**config.mk**
```make
export PLATFORM = sky130hd
export DESIGN_NAME = match_timer
export DESIGN_NICKNAME = d
export VERILOG_FILES = /design/src/rtl/mt_pkg.sv /design/src/rtl/mt_prescaler.sv /design/src/rtl/mt_counter.sv /design/src/rtl/match_timer.sv
export SDC_FILE = /design/constraint.sdc
export NUM_CORES = 1
export LEC_CHECK = 0
export BUFFER_PORTS_ARGS = -buffer_cell sky130_fd_sc_hd__buf_4
export CAP_MARGIN = 20
export CORE_MARGIN = 5
export CORE_UTILIZATION = 59
export CTS_CLUSTER_DIAMETER = 80
export DETAILED_ROUTE_END_ITERATION = 16
export PLACE_DENSITY_LB_ADDON = 0.15
export SETUP_SLACK_MARGIN = 0.2
export SYNTH_ARGS = -nofsm -noshare
export SYNTH_HDL_FRONTEND = slang
export SYNTH_SLANG_ARGS = --single-unit
export TNS_END_PERCENT = 30
```
**constraint.sdc**
```tcl
create_clock -name clk -period 4.4 [get_ports clk]
set_clock_uncertainty 0.1 [all_clocks]
set_input_delay 0.44 -clock clk [delete_from_list [all_inputs] [get_ports clk]]
set_output_delay 0.44 -clock clk [all_outputs]
set_load 0.02 [all_outputs]
```
**src/rtl/mt_pkg.sv**
```systemverilog
package mt_pkg;
  localparam int unsigned BUS_W  = 32;
  localparam int unsigned ADDR_W = 3;

  typedef enum logic [ADDR_W-1:0] {
    A_CTRL  = 3'd0,
    A_DIV   = 3'd1,
    A_CMP   = 3'd2,
    A_ACT   = 3'd3,
    A_FLAG  = 3'd4
  } reg_addr_e;

  localparam int unsigned CTRL_RUN = 0;
  localparam int unsigned CTRL_CLR = 1;
  localparam int unsigned ACT_IRQ  = 0;
  localparam int unsigned ACT_ZERO = 1;
  localparam int unsigned ACT_HALT = 2;
  localparam int unsigned ACT_W    = 3;
endpackage

```
**src/rtl/mt_prescaler.sv**
```systemverilog
module mt_prescaler #(
  parameter int unsigned PS_W = 32
) (
  input  logic            clk,
  input  logic            rst,
  input  logic            run,
  input  logic            clr,
  input  logic [PS_W-1:0] limit,
  output logic            tick
);
  logic [PS_W-1:0] pc;
  logic            at_end;

  assign at_end = (pc >= limit);
  assign tick   = run && !clr && at_end;

  always_ff @(posedge clk) begin
    if (rst || clr)   pc <= '0;
    else if (run) begin
      if (at_end)     pc <= '0;
      else            pc <= pc + 1'b1;
    end
  end

  assert_clr_hold_R2: assert property (@(posedge clk) disable iff (rst)
    clr |=> (pc == '0));

  assert_wrap_R3: assert property (@(posedge clk) disable iff (rst)
    (run && !clr && at_end) |=> (pc == '0));
endmodule

```
**src/rtl/mt_counter.sv**
```systemverilog
module mt_counter #(
  parameter int unsigned CNT_W = 32
) (
  input  logic             clk,
  input  logic             rst,
  input  logic             clr,
  input  logic             tick,
  input  logic [CNT_W-1:0] cmp,
  input  logic             zero_on_hit,
  input  logic             halt_on_hit,
  output logic             hit
);
  logic [CNT_W-1:0] tc;

  assign hit = tick && (tc == cmp);

  always_ff @(posedge clk) begin
    if (rst || clr)               tc <= '0;
    else if (hit && zero_on_hit)  tc <= '0;
    else if (hit && halt_on_hit)  tc <= tc;
    else if (tick)                tc <= tc + 1'b1;
  end

  assert_zero_hit_R5: assert property (@(posedge clk) disable iff (rst)
    (hit && zero_on_hit) |=> (tc == '0));

  assert_halt_keep_R7: assert property (@(posedge clk) disable iff (rst)
    (hit && halt_on_hit && !zero_on_hit && !clr) |=> (tc == $past(tc)));
endmodule

```
**src/rtl/match_timer.sv**
```systemverilog
module match_timer
  import mt_pkg::*;
#(
  parameter int unsigned CNT_W = 32,
  parameter int unsigned PS_W  = 32
) (
  input  logic              clk,
  input  logic              rst,
  input  logic [ADDR_W-1:0] bus_addr,
  input  logic              bus_we,
  input  logic [BUS_W-1:0]  bus_wdata,
  output logic [BUS_W-1:0]  bus_rdata,
  output logic              irq
);
  logic             run, clr, flag;
  logic [PS_W-1:0]  div_r;
  logic [CNT_W-1:0] cmp_r;
  logic [ACT_W-1:0] act_r;
  logic             tick, hit;
  logic             wr_ctrl, wr_flag;

  assign wr_ctrl = bus_we && (bus_addr == A_CTRL);
  assign wr_flag = bus_we && (bus_addr == A_FLAG);

  always_ff @(posedge clk) begin
    if (rst) begin
      run   <= 1'b0;
      clr   <= 1'b0;
      div_r <= '0;
      cmp_r <= '0;
      act_r <= '0;
    end else begin
      if (wr_ctrl) begin
        run <= bus_wdata[CTRL_RUN];
        clr <= bus_wdata[CTRL_CLR];
      end else if (hit && act_r[ACT_HALT]) begin
        run <= 1'b0;
      end
      if (bus_we && bus_addr == A_DIV) div_r <= bus_wdata[PS_W-1:0];
      if (bus_we && bus_addr == A_CMP) cmp_r <= bus_wdata[CNT_W-1:0];
      if (bus_we && bus_addr == A_ACT) act_r <= bus_wdata[ACT_W-1:0];
    end
  end

  always_ff @(posedge clk) begin
    if (rst) flag <= 1'b0;
    else     flag <= (flag && !(wr_flag && bus_wdata[0])) || (hit && act_r[ACT_IRQ]);
  end

  assign irq = flag;

  always_ff @(posedge clk) begin
    if (rst) bus_rdata <= '0;
    else begin
      case (bus_addr)
        A_CTRL:  bus_rdata <= BUS_W'({clr, run});
        A_DIV:   bus_rdata <= BUS_W'(div_r);
        A_CMP:   bus_rdata <= BUS_W'(cmp_r);
        A_ACT:   bus_rdata <= BUS_W'(act_r);
        A_FLAG:  bus_rdata <= BUS_W'(flag);
        default: bus_rdata <= '0;
      endcase
    end
  end

  mt_prescaler #(.PS_W(PS_W)) u_pre (
    .clk   (clk),
    .rst   (rst),
    .run   (run),
    .clr   (clr),
    .limit (div_r),
    .tick  (tick)
  );

  mt_counter #(.CNT_W(CNT_W)) u_cnt (
    .clk         (clk),
    .rst         (rst),
    .clr         (clr),
    .tick        (tick),
    .cmp         (cmp_r),
    .zero_on_hit (act_r[ACT_ZERO]),
    .halt_on_hit (act_r[ACT_HALT]),
    .hit         (hit)
  );

  assert_flag_set_R4: assert property (@(posedge clk) disable iff (rst)
    (hit && act_r[ACT_IRQ]) |=> flag);

  assert_no_flag_R4: assert property (@(posedge clk) disable iff (rst)
    (!flag && !(hit && act_r[ACT_IRQ])) |=> !flag);

  assert_halt_run_R7: assert property (@(posedge clk) disable iff (rst)
    (hit && act_r[ACT_HALT] && !wr_ctrl) |=> !run);

  assert_clear_R8: assert property (@(posedge clk) disable iff (rst)
    (wr_flag && bus_wdata[0] && !hit) |=> !flag);
endmodule

```
==> metrics.md, run 1 <==
| Metric | Value |
|---|---|
| Area growth from synthesis to layout | `16.71%` |
| Syn_nets | `approximately 1,000` |
| WL/cell | `17.43 um` |
| Layout cells sized above 1 | `12.03%` |
| CTS Root Cell | `clkbuf_16` |
| Outcome | `finished clean` |
| Number of clock sinks | `between 150 and 200` |
| Reg2reg setup slack | `~1.1 ns` |
| Worst Hold Class | `in -> reg` |
| I/O Pins | `71` |
| Crit-path cells | `inv_1 > ha_1 > nand4_1 > nor4_4 > nand3_1 > and3_1 > a31oi_1 > a311o_1 > buf_4 > a21oi_1` |
| CP Max Fanout | `16` |
| Grt ovf | `0` |
| Vias in the first global route | `6,477` |
| Setup violators final | `0` |
| Async set-or-reset flop fraction in the synthesized netlist | `0%` |
| CP top delay family | `compound AO/OA/AOI/OAI gates` |
| Post-Layout Inst Area | `9029 um^2` |
| P_leak | `3.215 nW` |
| CTS tree | `yes` |
| Starting Density | `60.81%` |
| Die footprint | `15,500 um^2` |
| Syn Area/Cell | `slightly above 8 um^2` |
| Die Y | `124.5 um` |
| Critical path class | `reg -> reg` |
| Tot GR Track Use | `a little over a quarter` |
| PostCTS Resize Cnt | `0` |
| Slowest CP cell | `a311o_1` |
| Pins Over Slew Limit | `0` |
| Cts hold-fix bufs | `0` |
| Via density | `around 5.8` |
| Non-filler cells, final | `1,186` |
| Yosys reg bits | `~170` |
| CTS H-tree depth | `4` |
| Synth warn | `0` |
| Post-route ant nets | `0` |
| Final WS setup | `1.138 ns` |
| Die X | `124.5 um` |
| GPL Wtd Cong | `0.9036` |
| Post-Syn Area | `7736 um^2` |
| Antenna fix cells | `0` |
| Crit. End Element | `register` |
| Port bufs | `70` |
| Post-Synthesis Cells | `about 950` |
| Number of flops mapped to enable cells by yosys | `0` |
| Initial antenna violation count | `0` |
| WP data arrival | `3.47 ns` |
| Slew headroom | `between 30% and 40%` |
| Vias | `6,929` |
| DP HPWL | `14.42 mm` |
| Startpoint types | `register` |
| Buffer depth of the longest clock path | `2` |
| Area of the core | `between 10,000 and 15,000 um^2` |
| Dominant synthesized flop cell | `dfxtp_1` |
| Total detailed-routing wirelength | `20.67 mm` |
| Clock Latency Late Sink | `around 0.43 ns` |
| Cts bufs inserted | `17` |
| Slew @ Worst Pin | `0.9220 ns` |
| Placed cell area | `8351 um^2` |
| # rows | `41` |
| RSZ-0062 raised after global routing | `no` |
| Worst-path clk slew | `0.06 ns` |
| DRC | `0` |
| Biggest cell delay along the critical path | `between 0.6 and 0.7 ns` |
| First-pass DRT Iterations | `7` |
| IR drop worst, VDD | `0.3423 mV` |
| Netlist cell types | `45` |
| Pwr dens | `381.5 nW/um^2` |
| Place WS | `approximately 1.2 ns` |
| Placed instance count | `1,155` |
| Max Clk Rate | `306.6 MHz` |
| Setup TNS | `0 ns` |
| First-pass GRT wire length | `33.19 mm` |
| Final Hold Vio Count | `0` |
| Starting DRT DRC Count | `686` |
| Nets@finish | `1,074` |
| Final period demand of the worst path | `3.262 ns` |
| Setup bufs post-CTS | `0` |
| WP buf/inv | `2` |
| Fillers | `1,097` |
| Pin count of the biggest net entering global routing | `77` |
| CP required | `between 4 and 5 ns` |
| Max Cap Violations | `0` |
| Sequential area share after synthesis | `between 40 and 50%` |
| Final period util | `74.13%` |
-- final timing paths --
path                  end        start  depth (start not counted)
max reg2reg  u_cnt.tc[20]    div_r[27]                         10
min          bus_rdata[1]  bus_addr[2]                          2
max          u_cnt.tc[20]    div_r[27]                         10
min reg2reg     div_r[31]    div_r[31]                          2
-- stage by stage --
stage	hold slack [ns]	total power [mW]	utilization, %
2_1_floorplan	0.3463	1.711	-
3_5_place_dp	0.3611	1.776	65.64
4_1_cts	0.1496	3.445	70.97
6_report	0.1625	3.445	70.97
3_3_place_gp	0.3580	1.773	65.64
5_1_grt	0.1496	3.538	70.97
-- synthesized netlist by cell type, types with 8 or more instances --
cell / count / area share, %
a21oi_1: 111 / 7.2
a22oi_1: 32 / 3.1
and3_1: 19 / 1.5
and4_1: 9 / 1.0
buf_2: 8 / 0.52
clkbuf_1: 39 / 1.9
dfxtp_1: 166 / 43
ha_1: 34 / 5.5
inv_1: 40 / 1.9
nand2_1: 165 / 8.0
nand3_1: 22 / 1.4
nand4_1: 31 / 2.5
nor2_1: 87 / 4.2
nor3_1: 10 / 0.65
o21ai_0: 36 / 2.3
or3_1: 30 / 2.4
xnor2_1: 51 / 5.8
xor2_1: 12 / 1.4
-- cell type report --
class	instances	area, um^2	share of cell area, %
Sequential cell	166	3323	36.81
Multi-Input combinational cell	696	4054	44.90
Clock buffer	19	452.9	5.017
Tap cell	172	215.2	2.384
Inverter	40	150.1	1.663
Timing Repair Buffer	81	608.1	6.735
Clock inverter	12	225.2	2.494
-- cells in the final DEF, fill, tap and decap left out, types with 2 or more instances in the layout --
master      count
a21o_1          2
a21oi_1       111
a22oi_1        32
a311o_1         2
a31oi_1         2
and2_1          6
and3_1         19
and4_1          9
buf_4          81
bufinv_16       6
clkbuf_16      17
clkbuf_8        2
clkinv_4        2
clkinvlp_4      3
dfxtp_1       166
ha_1           34
inv_1          40
mux2_2          2
mux2i_1         3
nand2_1       165
nand2b_1        2
nand3_1        22
nand4_1        31
nor2_1         87
nor2b_1         4
nor3_1         10
nor4_1          3
o21ai_0        36
o31ai_1         2
or3_1          30
or4_1           2
xnor2_1        51
xor2_1         12
-- worst register-to-register path, stage by stage (launching register included) --
cell     delay [ns]
dfxtp_1        0.36
inv_1          0.06
ha_1           0.31
nand4_1        0.24
nor4_4         0.37
nand3_1        0.13
and3_1         0.24
a31oi_1        0.29
a311o_1        0.68
buf_4          0.31
a21oi_1        0.06
-- flip-flops by register name, indices dropped and copies added (netlist names) --
register,count
u_pre.pc,32
run,1
clr,1
act_r,3
cmp_r,32
div_r,32
bus_rdata,32
irq,1
u_cnt.tc,32
-- logic make-up after synthesis --
| logic type | synth area share, % |
|---|---|
| xor+xnor | 7.132 |
| mux | 0.9704 |
| simple gates | 24.13 |
| fa+ha+maj | 5.499 |
| buf+inv | 4.787 |
| flops | 42.96 |
| compound gates | 14.52 |
-- layer usage --
layer	routed length [um]	track usage, %	part of all wire, %
met3	1331	6.089	6.4
met4	361	8.059	1.7
met5	0	0	0
met2	9979	43.51	48
met1	8995	34.32	44
-- power by group --
group          leakage (nW)  total [mW]  internal (mW)  switching (mW)
Clock                 0.321        1.70           1.09           0.605
Sequential             1.34        1.53           1.52          0.0165
Combinational          1.55       0.214         0.0709           0.143
Note: power is estimated with default switching activity, not from simulation.
==> inputs of run 2 (changes only) <==
CORE_UTILIZATION = 54   (was 59)
clock period = 2.8 ns   (was 4.4 ns; I/O delays follow)
==> metrics.md, run 2 (synthesis results as in run 1) <==
| Metric | Value |
|---|---|
| Non-filler cells, final | `1,252` |
| Layout cells sized above 1 | `24.16%` |
| Outcome | `finished with violations` |
| Slew headroom | `roughly half` |
| RSZ-0062 raised after global routing | `yes` |
| Worst r2r src | `div_r[30]` |
| Reg-to-Reg End | `u_cnt.tc[2]` |
| Biggest cell delay along the critical path | `0.35 ns` |
| Cts bufs inserted | `17` |
| Hold EP | `div_r[23]` |
| Starting Density | `~55%` |
| Port bufs | `70` |
| DRC | `0` |
| # rows | `43` |
| Worst-path clk slew | `0.06 ns` |
| Crit. End Element | `register` |
| Area of the core | `13,990 um^2` |
| Nets@finish | `1,131` |
| Clock Latency Late Sink | `0.43 ns` |
| Commonest non-fill, non-tap cell in the layout | `nand2_1` |
| Number of clock sinks | `166` |
| CTS Root Cell | `clkbuf_16` |
| Startpoint types | `register` |
| Critical path class | `reg -> reg` |
| Die footprint | `around 17,000 um^2` |
| Max Clk Rate | `378.5 MHz` |
| Place WS | `-0.07183 ns` |
| DP HPWL | `15.32 mm` |
| Total detailed-routing wirelength | `around 24 mm` |
| Failing checks | `hold timing` |
| CP required | `approximately 3 ns` |
| Final period util | `a little over nine tenths` |
| Pwr dens | `542.9 nW/um^2` |
| Pins Over Slew Limit | `0` |
| Register area | `3354 um^2` |
| Most frequent cells in the layout | `nand2_1 (165), dfxtp_1 (141), buf_4 (115), a21oi_1 (97), nor2_1 (87)` |
| WP data arrival | `2.85 ns` |
| Via density | `5.952` |
| Vias | `between 7,000 and 8,000` |
| Reg2reg setup slack | `around 0.16 ns` |
| Buffer depth of the longest clock path | `2` |
| Final Hold Vio Count | `1` |
| Setup violators final | `0` |
| First-pass GRT wire length | `36.29 mm` |
| Reg2Reg Depth | `11` |
| I/O Pins | `a little over 70` |
| Final WS setup | `0.1583 ns` |
| Pin count of the biggest net entering global routing | `42` |
| Placed instance count | `roughly 1,200` |
| Max Cap Violations | `0` |
| Multi-input logic area | `between 4000 and 5000 um^2` |
| Tot GR Track Use | `about 28%` |
| Slowest CP cell | `dfxtp_2` |
| CP top delay family | `compound AO/OA/AOI/OAI gates` |
| Post-layout util | `71.07%` |
| CTS H-tree depth | `4` |
| Grt ovf | `0` |
| Fillers | `1,120` |
| Crit. Startpoint | `div_r[30]` |
| WL/cell | `18.92 um` |
| IR drop worst, VDD | `around 0.47 mV` |
| Antenna fix cells | `0` |
| Hold Path Stages | `3` |
| CTS tree | `yes` |
| GPL Wtd Cong | `0.9044` |
| Die X | `129.7 um` |
| CP Max Fanout | `8` |
| Final period demand of the worst path | `2.642 ns` |
| Post-route ant nets | `0` |
| HP Start | `bus_wdata[23]` |
| Slew @ Worst Pin | `0.7138 ns` |
| Starting DRT DRC Count | `roughly 780` |
| P_leak | `3.568 nW` |
| First-pass DRT Iterations | `6` |
| Vias in the first global route | `7,026` |
| Worst Hold Class | `in -> reg` |
| Die Y | `129.7 um` |
| Crit-path cells | `inv_1 > ha_1 > nand4_4 > nor4_4 > nand3_2 > a21o_4 > a31o_4 > buf_6 > buf_4 > o31ai_2 > a21oi_1` |
| WP buf/inv | `3` |
| Area growth from synthesis to layout | `28.51%` |
| Hold WS | `-0.0005535 ns` |
| Initial antenna violation count | `0` |
run 2: cell types whose count changed in the layout (fill, tap and decap cells not counted), moves of 10 or more:
cell,before,now
buf_4,81,115
dfxtp_1,166,141
dfxtp_2,0,25
o21ai_0,36,20
a21oi_1,111,97
a21oi_2,0,14
ha_1,34,20
ha_4,0,14
inv_1,40,30
inv_2,0,10
o21ai_1,0,10
run 2: routing by layer:
layer | vias up | global-route usage, % | part of all wire (%) | wire [um]
met1 | 3515 | 37.25 | 42 | 10020
met5 | - | 0 | 0 | 0
li1 | 3502 | - | - | -
met3 | 76 | 6.263 | 8.7 | 2060
met4 | 0 | 8.435 | 2.6 | 611
met2 | 359 | 44.04 | 46 | 10990
run 2: area by class of cell:
class	instances	area share (%)
clock inverters	12	1.535
repair buffers	135	11.33
well taps	180	2.265
multi-input cells	699	45.03
flip-flops and latches	166	33.74
clock buffers	20	4.594
inverters	40	1.510
run 2: stage by stage:
stage / power [mW] / setup TNS, ns / cell area [um^2]
6_report: 5.398 / 0 / 9942
5_1_grt: 5.550 / 0 / 9942
4_1_cts: 5.323 / 0 / 9548
3_5_place_dp: 2.835 / -0.4419 / 8563
3_3_place_gp: 2.830 / 0 / 8563
2_1_floorplan: 2.689 / 0 / 7736
run 2: how the worst max path moves through the flow:
stage,depth (start not counted),end,slack (ns)
6_report,11,u_cnt.tc[2],0.16
3_3_place_gp,10,u_cnt.tc[26],0.09
4_1_cts,10,u_cnt.tc[6],0.17
2_1_floorplan,9,u_cnt.tc[2],0.36
5_1_grt,11,u_cnt.tc[31],0.06
3_5_place_dp,10,u_cnt.tc[26],-0.07
run 2: worst register-to-register path, delay by kind of cell (launching register included):
family,cells,cell delay [ns]
AOI/OAI and AO/OA,4,0.82
and+or+nand+nor,3,0.59
DFF,1,0.35
buffers and inverters,3,0.33
adders and majority gates,1,0.33
run 2: report_power, final:
group / internal (mW) / switching [mW]
combinational: 0.250 / 0.326
clock: 1.45 / 0.962
sequential: 2.39 / 0.0257
run 2: what timing repair did:
action / in CTS / in global routing
hold endpoints to repair: 8 / 0
setup endpoints to repair: 32 / 64
setup buffers: 16 / 5
hold buffers: 6 / 0
gates cloned: 4 / 4
pin swaps: 40 / 38
gates resized for setup: 44 / 76
